--- src/rtl/in_ep_pkg.sv ---
package in_ep_pkg;
  localparam int CtlAutoBit  = 0;
  localparam int CtlIsoBit   = 1;
  localparam int CtlDualBit  = 2;
  localparam int CtlForceBit = 3;
  localparam logic [1:0] CtlRsvValue = 2'b10;

  typedef struct packed {
    logic auto_arm;
    logic iso_mode;
    logic dual_slot;
  } ep_cfg_t;
endpackage

--- src/rtl/in_ep_cfg_regs.sv ---
module in_ep_cfg_regs
  import in_ep_pkg::*;
#(
  parameter int MAXP_W = 8
) (
  input  logic              clk,
  input  logic              rst_ni,
  input  logic              ctl_wr,
  input  logic [7:0]        ctl_wdata,
  input  logic              maxp_wr,
  input  logic [MAXP_W-1:0] maxp_wdata,
  output ep_cfg_t           cfg_o,
  output logic [MAXP_W-1:0] maxp_o,
  output logic              force_o,
  output logic [7:0]        ctl_rdata
);
  ep_cfg_t           cfg_q, cfg_d;
  logic [MAXP_W-1:0] maxp_q, maxp_d;

  always_comb begin
    cfg_d  = cfg_q;
    maxp_d = maxp_q;
    if (ctl_wr) begin
      cfg_d.auto_arm  = ctl_wdata[CtlAutoBit];
      cfg_d.iso_mode  = ctl_wdata[CtlIsoBit];
      cfg_d.dual_slot = ctl_wdata[CtlDualBit];
    end
    if (maxp_wr) maxp_d = maxp_wdata;
  end

  always_ff @(posedge clk or negedge rst_ni) begin
    if (!rst_ni) begin
      cfg_q  <= '0;
      maxp_q <= '0;
    end else begin
      if (ctl_wr)  cfg_q  <= cfg_d;
      if (maxp_wr) maxp_q <= maxp_d;
    end
  end

  always_comb begin
    ctl_rdata              = '0;
    ctl_rdata[CtlAutoBit]  = cfg_q.auto_arm;
    ctl_rdata[CtlIsoBit]   = cfg_q.iso_mode;
    ctl_rdata[CtlDualBit]  = cfg_q.dual_slot;
    ctl_rdata[5:4]         = CtlRsvValue;
  end

  assign cfg_o   = cfg_q;
  assign maxp_o  = maxp_q;
  assign force_o = ctl_wr & ctl_wdata[CtlForceBit];
endmodule

--- src/rtl/in_ep_byte_cnt.sv ---
module in_ep_byte_cnt #(
  parameter int MAXP_W = 8,
  parameter int CNT_W  = MAXP_W + 3
) (
  input  logic              clk,
  input  logic              rst_ni,
  input  logic              fifo_wr,
  input  logic              fw_set,
  input  logic              auto_arm,
  input  logic [MAXP_W-1:0] maxp,
  input  logic              slot_free,
  output logic              commit_o,
  output logic [CNT_W-1:0]  count_o
);
  localparam int UNIT_SHIFT = 3;

  logic [CNT_W-1:0] count_q, count_d, cnt_inc, limit;
  logic             accept, auto_hit;

  always_comb begin
    limit    = CNT_W'({maxp, {UNIT_SHIFT{1'b0}}});
    accept   = fifo_wr & slot_free & ~(&count_q);
    cnt_inc  = count_q + CNT_W'(accept);
    auto_hit = auto_arm & (maxp != '0) & accept & (cnt_inc == limit);
    commit_o = slot_free & (fw_set | auto_hit);
    count_d  = commit_o ? '0 : cnt_inc;
  end

  always_ff @(posedge clk or negedge rst_ni) begin
    if (!rst_ni) count_q <= '0;
    else if (accept || commit_o) count_q <= count_d;
  end

  assign count_o = count_q;
endmodule

--- src/rtl/in_ep_slot_track.sv ---
module in_ep_slot_track #(
  parameter int OCC_W = 2
) (
  input  logic             clk,
  input  logic             rst_ni,
  input  logic             commit,
  input  logic             dual_slot,
  input  logic             iso_mode,
  input  logic             force_flip,
  input  logic             tx_sent,
  input  logic             tx_ack,
  output logic             slot_free,
  output logic             full_o,
  output logic             held_o,
  output logic             toggle_o,
  output logic [OCC_W-1:0] occ_o
);
  localparam logic [OCC_W-1:0] OneSlot = OCC_W'(1);
  localparam logic [OCC_W-1:0] TwoSlot = OCC_W'(2);

  logic [OCC_W-1:0] occ_q, occ_d;
  logic             tog_q, tog_d;
  logic             held, release_ev, flip, occ_en;

  always_comb begin
    held       = (occ_q != '0);
    full_o     = dual_slot ? (occ_q >= TwoSlot) : (occ_q >= OneSlot);
    slot_free  = ~full_o;
    release_ev = held & (force_flip | (iso_mode ? tx_sent : tx_ack));
    flip       = force_flip | (~iso_mode & tx_ack & held);
    occ_d      = occ_q + OCC_W'(commit) - OCC_W'(release_ev);
    tog_d      = tog_q ^ flip;
    occ_en     = commit | release_ev;
  end

  always_ff @(posedge clk or negedge rst_ni) begin
    if (!rst_ni) begin
      occ_q <= '0;
      tog_q <= 1'b0;
    end else begin
      if (occ_en) occ_q <= occ_d;
      if (flip)   tog_q <= tog_d;
    end
  end

  assign held_o   = held;
  assign toggle_o = tog_q;
  assign occ_o    = occ_q;
endmodule

--- src/rtl/in_ep_pktctl.sv ---
module in_ep_pktctl
  import in_ep_pkg::*;
#(
  parameter int MAXP_W = 8,
  parameter int CNT_W  = MAXP_W + 3
) (
  input  logic              clk,
  input  logic              rst_n,
  input  logic              ctl_wr,
  input  logic [7:0]        ctl_wdata,
  output logic [7:0]        ctl_rdata,
  input  logic              maxp_wr,
  input  logic [MAXP_W-1:0] maxp_wdata,
  output logic [MAXP_W-1:0] maxp_rdata,
  input  logic              fifo_wr,
  input  logic              pkt_set,
  output logic              pkt_rdy,
  output logic              fifo_nempty,
  output logic [CNT_W-1:0]  byte_count,
  input  logic              tx_sent,
  input  logic              tx_ack,
  output logic              tx_valid,
  output logic              tx_toggle
);
  localparam int OCC_W  = 2;
  localparam int SYNC_N = 2;

  logic [SYNC_N-1:0] rst_pipe_q;
  logic              rst_sync_n;
  ep_cfg_t           cfg;
  logic [MAXP_W-1:0] maxp;
  logic              force_flip, slot_free, commit, full, held;
  logic [OCC_W-1:0]  occ;

  always_ff @(posedge clk or negedge rst_n) begin
    if (!rst_n) rst_pipe_q <= '0;
    else        rst_pipe_q <= {rst_pipe_q[SYNC_N-2:0], 1'b1};
  end
  assign rst_sync_n = rst_pipe_q[SYNC_N-1];

  in_ep_cfg_regs #(.MAXP_W(MAXP_W)) u_cfg (
    .clk        (clk),
    .rst_ni     (rst_sync_n),
    .ctl_wr     (ctl_wr),
    .ctl_wdata  (ctl_wdata),
    .maxp_wr    (maxp_wr),
    .maxp_wdata (maxp_wdata),
    .cfg_o      (cfg),
    .maxp_o     (maxp),
    .force_o    (force_flip),
    .ctl_rdata  (ctl_rdata)
  );

  in_ep_byte_cnt #(.MAXP_W(MAXP_W), .CNT_W(CNT_W)) u_cnt (
    .clk       (clk),
    .rst_ni    (rst_sync_n),
    .fifo_wr   (fifo_wr),
    .fw_set    (pkt_set),
    .auto_arm  (cfg.auto_arm),
    .maxp      (maxp),
    .slot_free (slot_free),
    .commit_o  (commit),
    .count_o   (byte_count)
  );

  in_ep_slot_track #(.OCC_W(OCC_W)) u_slots (
    .clk        (clk),
    .rst_ni     (rst_sync_n),
    .commit     (commit),
    .dual_slot  (cfg.dual_slot),
    .iso_mode   (cfg.iso_mode),
    .force_flip (force_flip),
    .tx_sent    (tx_sent),
    .tx_ack     (tx_ack),
    .slot_free  (slot_free),
    .full_o     (full),
    .held_o     (held),
    .toggle_o   (tx_toggle),
    .occ_o      (occ)
  );

  assign maxp_rdata  = maxp;
  assign pkt_rdy     = full;
  assign fifo_nempty = held;
  assign tx_valid    = held;
endmodule

--- config.mk ---
export PLATFORM = sky130hd
export DESIGN_NAME = in_ep_pktctl
export DESIGN_NICKNAME = d
export VERILOG_FILES = /design/src/rtl/in_ep_pkg.sv /design/src/rtl/in_ep_cfg_regs.sv /design/src/rtl/in_ep_byte_cnt.sv /design/src/rtl/in_ep_slot_track.sv /design/src/rtl/in_ep_pktctl.sv
export SDC_FILE = /design/constraint.sdc
export NUM_CORES = 1
export LEC_CHECK = 0
export ABC_CLOCK_PERIOD_IN_PS = 1900
export BUFFER_PORTS_ARGS = -buffer_cell sky130_fd_sc_hd__buf_2
export CORE_AREA = 2 2 42 83
export CTS_BUF_LIST = sky130_fd_sc_hd__clkbuf_8
export DETAILED_ROUTE_END_ITERATION = 8
export DIE_AREA = 0 0 44 85
export GPL_TIMING_DRIVEN = 0
export PLACE_DENSITY = 0.86
export SLEW_MARGIN = 0
export SYNTH_ARGS = -nofsm -noshare
export SYNTH_HDL_FRONTEND = slang
export SYNTH_SLANG_ARGS = --single-unit
--- constraint.sdc ---
create_clock -name clk -period 1.9 [get_ports clk]
set_input_delay 0.285 -clock clk [delete_from_list [all_inputs] [get_ports clk]]
set_output_delay 0.285 -clock clk [all_outputs]
set_load 0.1 [all_outputs]
; ---- Word level (Yosys, flattened, before mapping)
; Index checks and enable logic that the tools add are counted.
[totals]
reg_bits = 27
latch_bits = 0
ram_bits = 0
mem_bits_ro = 0
output_inout_bits = 31
mem_count = 0
[op_classes]
add_sub_neg = 3
multipliers = 0
div_mod_pow = 0
order_cmp = 2
eq_ne = 1
n_shift = 0
muxes = 3
n_bitwise = 18
reduce_logical = 4
[op_table]
columns = operator, n
row1 = adder 11 x 1 -> 11 bit, 1
row2 = equality test 11 bit, 1
row3 = 2-to-1 mux 11 bit, 1
row4 = AND reduction 11 bit, 1
row5 = AND 1 bit, 10
row6 = nonzero test 8 bit, 1
row7 = bitwise OR 1 bit, 4
row8 = inverter 1 bit, 3
row9 = adder 2 x 1 -> 2 bit, 1
row10 = greater-or-equal comparator 2 x 1 -> 1 bit (second input constant), 1
row11 = greater-or-equal comparator 2 bit (second input constant), 1
row12 = 2-to-1 mux 1 bit, 2
row13 = nonzero test 2 bit, 1
row14 = subtractor 2 x 1 -> 2 bit, 1
row15 = logical OR 1 bit, 1
row16 = XOR 1 bit, 1

; ---- Depth between registers and ports, before layout
[logic_depth]
depth_word = 12
mapped_depth = 18
depth_no_buf = 16

; ---- Cells and area by module
; Synthesis repeated with hierarchy kept, for this count alone.
[hier_totals]
hier_cells = 178
hier_area_um2 = 1849.3
[modules_own_cells]
columns = module, instances, cells_per_inst, area_each_um2, seq_area_each_um2
row1 = in_ep_byte_cnt, 1, 114, 1037.2, 275.3
row2 = in_ep_cfg_regs, 1, 34, 514.2, 275.3
row3 = in_ep_slot_track, 1, 26, 236.5, 75.1
row4 = in_ep_pktctl, 1, 4, 61.3, 50.0

; ---- Least setup slack after synthesis
; No wires, ideal clock.
[synth_timing]
path_type = reg2reg
startpoint = register u_cnt.count_q[5] (netlist: u_cnt.count_o[5])
endpoint = register u_slots.occ_q[0] (netlist: u_slots.occ_o[0])
setup_time_ns = 0.134
arrival_time_ns = 4.328
required_time_ns = 1.766
setup_slack_ns = -2.563
stages_incl_launch_ff = 19
path_buffers = 2
period_less_slack_ns = 4.463
cell_sequence = dfrtp_1 -> buf_2 -> nand4_1 -> nor4_1 -> nand3b_1 -> inv_1 -> ha_1 -> ha_1 -> nor3b_1 -> o311ai_0 -> a2111o_1 -> nor4_1 -> and3_2 -> buf_6 -> o21a_1 -> ha_1 -> and2_1 -> nand4_1 -> o211ai_2
[synth_via]
elab_chain_cells = 10
elab_cells_between_ends = 12
[synth_rtl]
columns = item, line
row1 = from (decl), in_ep_byte_cnt.sv:17  ; logic [CNT_W-1:0] count_q, count_d, cnt_inc, limit;
row2 = from (signal assigned), in_ep_byte_cnt.sv:31  ; else if (accept || commit_o) count_q <= count_d;
row3 = AND reduction 11 bit, in_ep_byte_cnt.sv:22  ; accept = fifo_wr & slot_free & ~(&count_q);
row4 = inverter 1 bit, in_ep_byte_cnt.sv:22
row5 = AND 1 bit, in_ep_byte_cnt.sv:22
row6 = adder 11 x 1 -> 11 bit, in_ep_byte_cnt.sv:23  ; cnt_inc = count_q + CNT_W'(accept);
row7 = equality test 11 bit, in_ep_byte_cnt.sv:24  ; auto_hit = auto_arm & (maxp != '0) & accept & (cnt_inc == limit);
row8 = AND 1 bit (*), in_ep_byte_cnt.sv:24
row9 = bitwise OR 1 bit (*), in_ep_byte_cnt.sv:25  ; commit_o = slot_free & (fw_set | auto_hit);
row10 = AND 1 bit (*), in_ep_byte_cnt.sv:25
row11 = adder 2 x 1 -> 2 bit (*), in_ep_slot_track.sv:31  ; occ_d = occ_q + OCC_W'(commit) - OCC_W'(release_ev);
row12 = subtractor 2 x 1 -> 2 bit (*), in_ep_slot_track.sv:31
row13 = named net u_slots.occ_d[0], in_ep_slot_track.sv:21  ; logic [OCC_W-1:0] occ_q, occ_d;
row14 = to (signal assigned), in_ep_slot_track.sv:38  ; occ_q <= '0;
row15 = to (signal assigned), in_ep_slot_track.sv:41  ; if (occ_en) occ_q <= occ_d;
row16 = to (decl), in_ep_slot_track.sv:21
; Mark *: on every way through the listed nets, which the timed path passes. The rest lies on a longest branch.
; A chain may end at the register's enable or synchronous reset.

; ---- Worst setup path in the final report
[layout_timing]
startpoint = register u_cnt.count_q[4] (netlist: u_cnt.count_o[4])
endpoint = register u_slots.occ_q[0] (netlist: u_slots.occ_o[0])
; The elaborated chain is that of the path after synthesis.

==> run_results.csv <==
group,metric,value,unit
die,boundaryPins,55,
logic_synthesis,synth.avg_cell_area,9.31,sq um
logic_synthesis,synth_compound_gate_area_share,8.16,%
clock_network,ctsHtreeMaxLevel,1,
die,start_util,55.5,%
logic_synthesis,synth_xor_xnor_area_share,12.1,%
setup_path,worst-path-max-fanout,3,
clock_network,clock-root-buffer,"sky130_fd_sc_hd__clkbuf_8",
global_routing,first_global_vias,1630,
clock_network,clock_latency,0.27,ns
power,power_report.internal_total,0.00121,W
setup_path,reg_to_reg_slack_setup,-1.53,ns
clock_network,cts.clk_slew.worst_paths,0.09,ns
die,floorplan.die.width,44,um
setup_path,worst_setup_path_start_kind,"register",
placement,port_buffers,44,
placement,globalplace.congestion,0.923,
logic_synthesis,yosys.area_share.adder,2.89,%
die,die-area,3740,sq um
route,routed_wirelength,4.34,mm
setup_path,critical_path.most_common_cell,"sky130_fd_sc_hd__ha_4",
route,dr.first_iter.drc_count,39,
timing,relSlewSlack,30.6,%
clock_network,clkSinkCount,27,
job,max_cap_violations,0,
power,clockPowerShare,12.9,%
logic_synthesis,post_synth_and_or_nand_nor_area_fraction,22.8,%
setup_path,crit_slowest_cell,"sky130_fd_sc_hd__dfrtp_4",
logic_synthesis,yosysSeqAreaShare,39.0,%
power,switching_power,0.00134,W
logic_synthesis,synth_top_flop_cell,"sky130_fd_sc_hd__dfrtp_1",
setup_path,critPathRequiredTime,2.05,ns
timing,period_needed,3.43,ns
setup_path,end_kind,"register",
setup_path,critical_path_arrival,3.59,ns
global_routing,global_route.overflow_total,0,
timing,timing_hold_violations_final,0,
logic_synthesis,synth_area_leaders,"sky130_fd_sc_hd__dfrtp_1 (39%), sky130_fd_sc_hd__xnor2_1 (6.6%), sky130_fd_sc_hd__mux2_2 (5.9%)",
global_routing,grt_max_degree,26,
power,switching_share,52.7,%
global_routing,grtUsageTotal,24.8,%
layout,area.sequential,707,sq um
route,viasPerCell,5.73,
logic_synthesis,synth.most_common_cell,"sky130_fd_sc_hd__dfrtp_1",
logic_synthesis,synth_area,1730,sq um
layout,antenna_cells,0,
logic_synthesis,synth.ff_latch_count,27,
timing,timing.final.crit_share,181,%
global_routing,antenna_found_initial,0,
logic_synthesis,netlist.area_leader.share,39.0,%
layout,multiInputGateArea,1000,sq um
logic_synthesis,synth.mux.area_fraction,5.85,%
power,power.density_cell_area,1130,nW/um^2
layout,final_core_utilization,72.0,%
clock_network,tritoncts.num_buffers,3,
placement,place.detailed.hpwl,3.08,mm
timing,setup_slack,-1.53,ns
status,violations,"setup timing",
route,dr_wl_cell,15.6,um
logic_synthesis,synth_top_family_by_area,"simple AND/OR/NAND/NOR gates",
logic_synthesis,synth_largest_area_cell,"sky130_fd_sc_hd__dfrtp_1",
die,fp.dieH,85,um
timing,rsz_0062_raised_after_global_routing,"yes",
clock_network,cts_tree,"yes",
setup_path,cp_top_family,"simple AND/OR/NAND/NOR gates",
timing,finalSetupViolCount,10,
layout,area_delta_synth_final,29.8,%
timing,final.setup_skew,0.00424,ns
logic_synthesis,post_synthesis_cell_type_count,41,
route,drt_drc_violations_left,0,
power,vdd.ir_drop.worst,1.16,mV
logic_synthesis,count_of_flip_flops_with_a_built_in_enable_after_synthesis,0,
route,antenna_violating_nets_remaining,0,
die,core_region_area,3120,sq um
timing,tightestPinTransition,1.04,ns
logic_synthesis,synth-warning-count,0,
logic_synthesis,postSynthCellCount,186,
die,placement_rows,29,
route,via_count,1592,
layout,drive_above_1_share,44.5,%
logic_synthesis,synth.cells.most_frequent,"sky130_fd_sc_hd__dfrtp_1 (27), sky130_fd_sc_hd__nand2_1 (22), sky130_fd_sc_hd__xnor2_1 (13)",
setup_path,worstSetupPathType,"reg2reg",
logic_synthesis,synth_async_sr_flop_share,100,%
layout,layout.filler_cells,241,
power,pwr-share-comb,57.2,%
global_routing,grt_first_pass_wirelength,7.04,mm
route,drtPass1Iterations,4,
clock_network,clock_path_buffers,2,
worst_hold_path,class_of_the_most_critical_hold_timing_path,"in2reg",
status,status,"finished, violations left",
setup_path,timing.critical_path.buf_inv,3,
power,seq_power_share,29.8,%
power,leakage_component_of_the_power,1.04,nW
setup_path,critPathMaxStageDelay,0.42,ns
timing,hold_ws,0.223,ns
layout,design.final.nets,276,
timing,timing.fmax,291,MHz
setup_path,crit_chain,"buf_6 > nand4_1 > nor4_1 > nand3b_1 > inv_2 > ha_4 > ha_4 > nor3b_4 > o311ai_1 > a2111o_1 > nor4_2 > and3_4 > buf_8 > o21a_1 > ha_4 > and2_4 > nand4_1 > o211ai_2",
timing,report.final.slew_viol_count,0,
==> registers in the layout, indices dropped and copies added (netlist names) <==
name              flops
u_slots.occ_o         2
u_cnt.count_o        11
rst_pipe_q            2
u_cfg.cfg_o           3
u_slots.toggle_o      1
u_cfg.maxp_o          8
==> power groups by stage <==
| stage | Combinational, W | Clock [W] | Sequential [W] |
|---|---|---|---|
| finish | 0.00146 | 0.000329 | 0.000760 |
| detailed placement | 0.00134 | 0 | 0.000767 |
| global placement | 0.00132 | 0 | 0.000766 |
| global route | 0.00155 | 0.000356 | 0.000773 |
| CTS | 0.00145 | 0.000337 | 0.000759 |
| floorplan | 0.000824 | 0 | 0.00105 |
==> logic make-up (layout without fill, tap and decap cells) <==
kind of cell,Yosys count,count (layout)
and+or+nand+nor,76,76
DFF,27,27
buffers and inverters,25,82
xor gates and xnor gates,23,23
AOI/OAI and AO/OA,20,20
muxes,9,9
adders and majority gates,4,4
other,2,6
==> placed cells by master, fill, tap and decap left out, types with 5 or more instances in the layout <==
master                    Yosys  routed
sky130_fd_sc_hd__buf_2        1      44
sky130_fd_sc_hd__inv_1        8       7
sky130_fd_sc_hd__nor2_1       7       7
sky130_fd_sc_hd__nor3_1      12      11
sky130_fd_sc_hd__a21oi_1      7       6
sky130_fd_sc_hd__mux2_2       9       9
sky130_fd_sc_hd__buf_4       11      21
sky130_fd_sc_hd__xor2_1       9       8
sky130_fd_sc_hd__conb_1       2       6
sky130_fd_sc_hd__dfrtp_4      0       7
sky130_fd_sc_hd__dfrtp_1     27      16
sky130_fd_sc_hd__nand3_1      6       5
sky130_fd_sc_hd__xnor2_1     13      13
sky130_fd_sc_hd__nand2_1     22      21
==> stage by stage <==
stage	setup TNS, ns	instance area (sq um)	worst slack [ns]	power (W)	cells
2_1_floorplan	-12.78	1840	-1.71	0.00188	190
3_3_place_gp	-15.37	2100	-2.00	0.00208	265
3_5_place_dp	-15.46	2100	-2.03	0.00210	265
4_1_cts	-11.56	2220	-1.54	0.00255	274
5_1_grt	-13.19	2250	-1.71	0.00268	278
6_report	-11.58	2250	-1.53	0.00255	278
==> path summary, 6_finish.rpt <==
check                                 start                to  cells past startpoint
max                        u_cnt.count_o[4]  u_slots.occ_o[0]                     18
min                            ctl_wdata[2]    u_cfg.cfg_o[0]                      3
max reg2reg                u_cnt.count_o[4]  u_slots.occ_o[0]                     18
min reg2reg                   rst_pipe_q[0]     rst_pipe_q[1]                      0
max in group asynchronous     rst_pipe_q[1]  u_cnt.count_o[4]                      0
min in group asynchronous             rst_n     rst_pipe_q[1]                      2
==> cell type report <==
class / count / share of cell area (%)
Buffer: 13 / 4.51
Clock buffer: 3 / 1.84
Clock inverter: 1 / 0.223
Inverter: 8 / 1.34
Multi-Input combinational cell: 138 / 44.7
Sequential cell: 27 / 31.5
Tap cell: 31 / 1.73
Timing Repair Buffer: 57 / 14.3
==> metal layers <==
| layer | GRT usage (%) | part of all wire (%) | wire length (um) | vias to the layer above |
|---|---|---|---|---|
| met5 | 0 | 0 | 0 | - |
| met4 | 14.3 | 3.5 | 152 | 0 |
| met3 | 2.34 | 2.8 | 122 | 15 |
| met2 | 44.0 | 59 | 2560 | 48 |
| met1 | 27.0 | 35 | 1500 | 780 |
| li1 | - | - | - | 749 |
==> what timing repair did <==
action                                 in CTS  in global routing
buffers inserted                            8                  4
resized for setup                          10                  0
setup endpoints to repair                  13                 11
endpoints found under the hold margin       2                  0
pin swaps                                   3                  0
hold buffers                                1                  0
==> worst register-to-register path, cell delays in order, from the launching register on <==
cell                       delay (ns)
sky130_fd_sc_hd__dfrtp_4         0.42
sky130_fd_sc_hd__buf_6           0.10
sky130_fd_sc_hd__nand4_1         0.12
sky130_fd_sc_hd__nor4_1          0.18
sky130_fd_sc_hd__nand3b_1        0.18
sky130_fd_sc_hd__inv_2           0.06
sky130_fd_sc_hd__ha_4            0.17
sky130_fd_sc_hd__ha_4            0.22
sky130_fd_sc_hd__nor3b_4         0.18
sky130_fd_sc_hd__o311ai_1        0.12
sky130_fd_sc_hd__a2111o_1        0.34
sky130_fd_sc_hd__nor4_2          0.17
sky130_fd_sc_hd__and3_4          0.24
sky130_fd_sc_hd__buf_8           0.09
sky130_fd_sc_hd__o21a_1          0.15
sky130_fd_sc_hd__ha_4            0.20
sky130_fd_sc_hd__and2_4          0.13
sky130_fd_sc_hd__nand4_1         0.12
sky130_fd_sc_hd__o211ai_2        0.10
(Power assumes the default switching activity.)
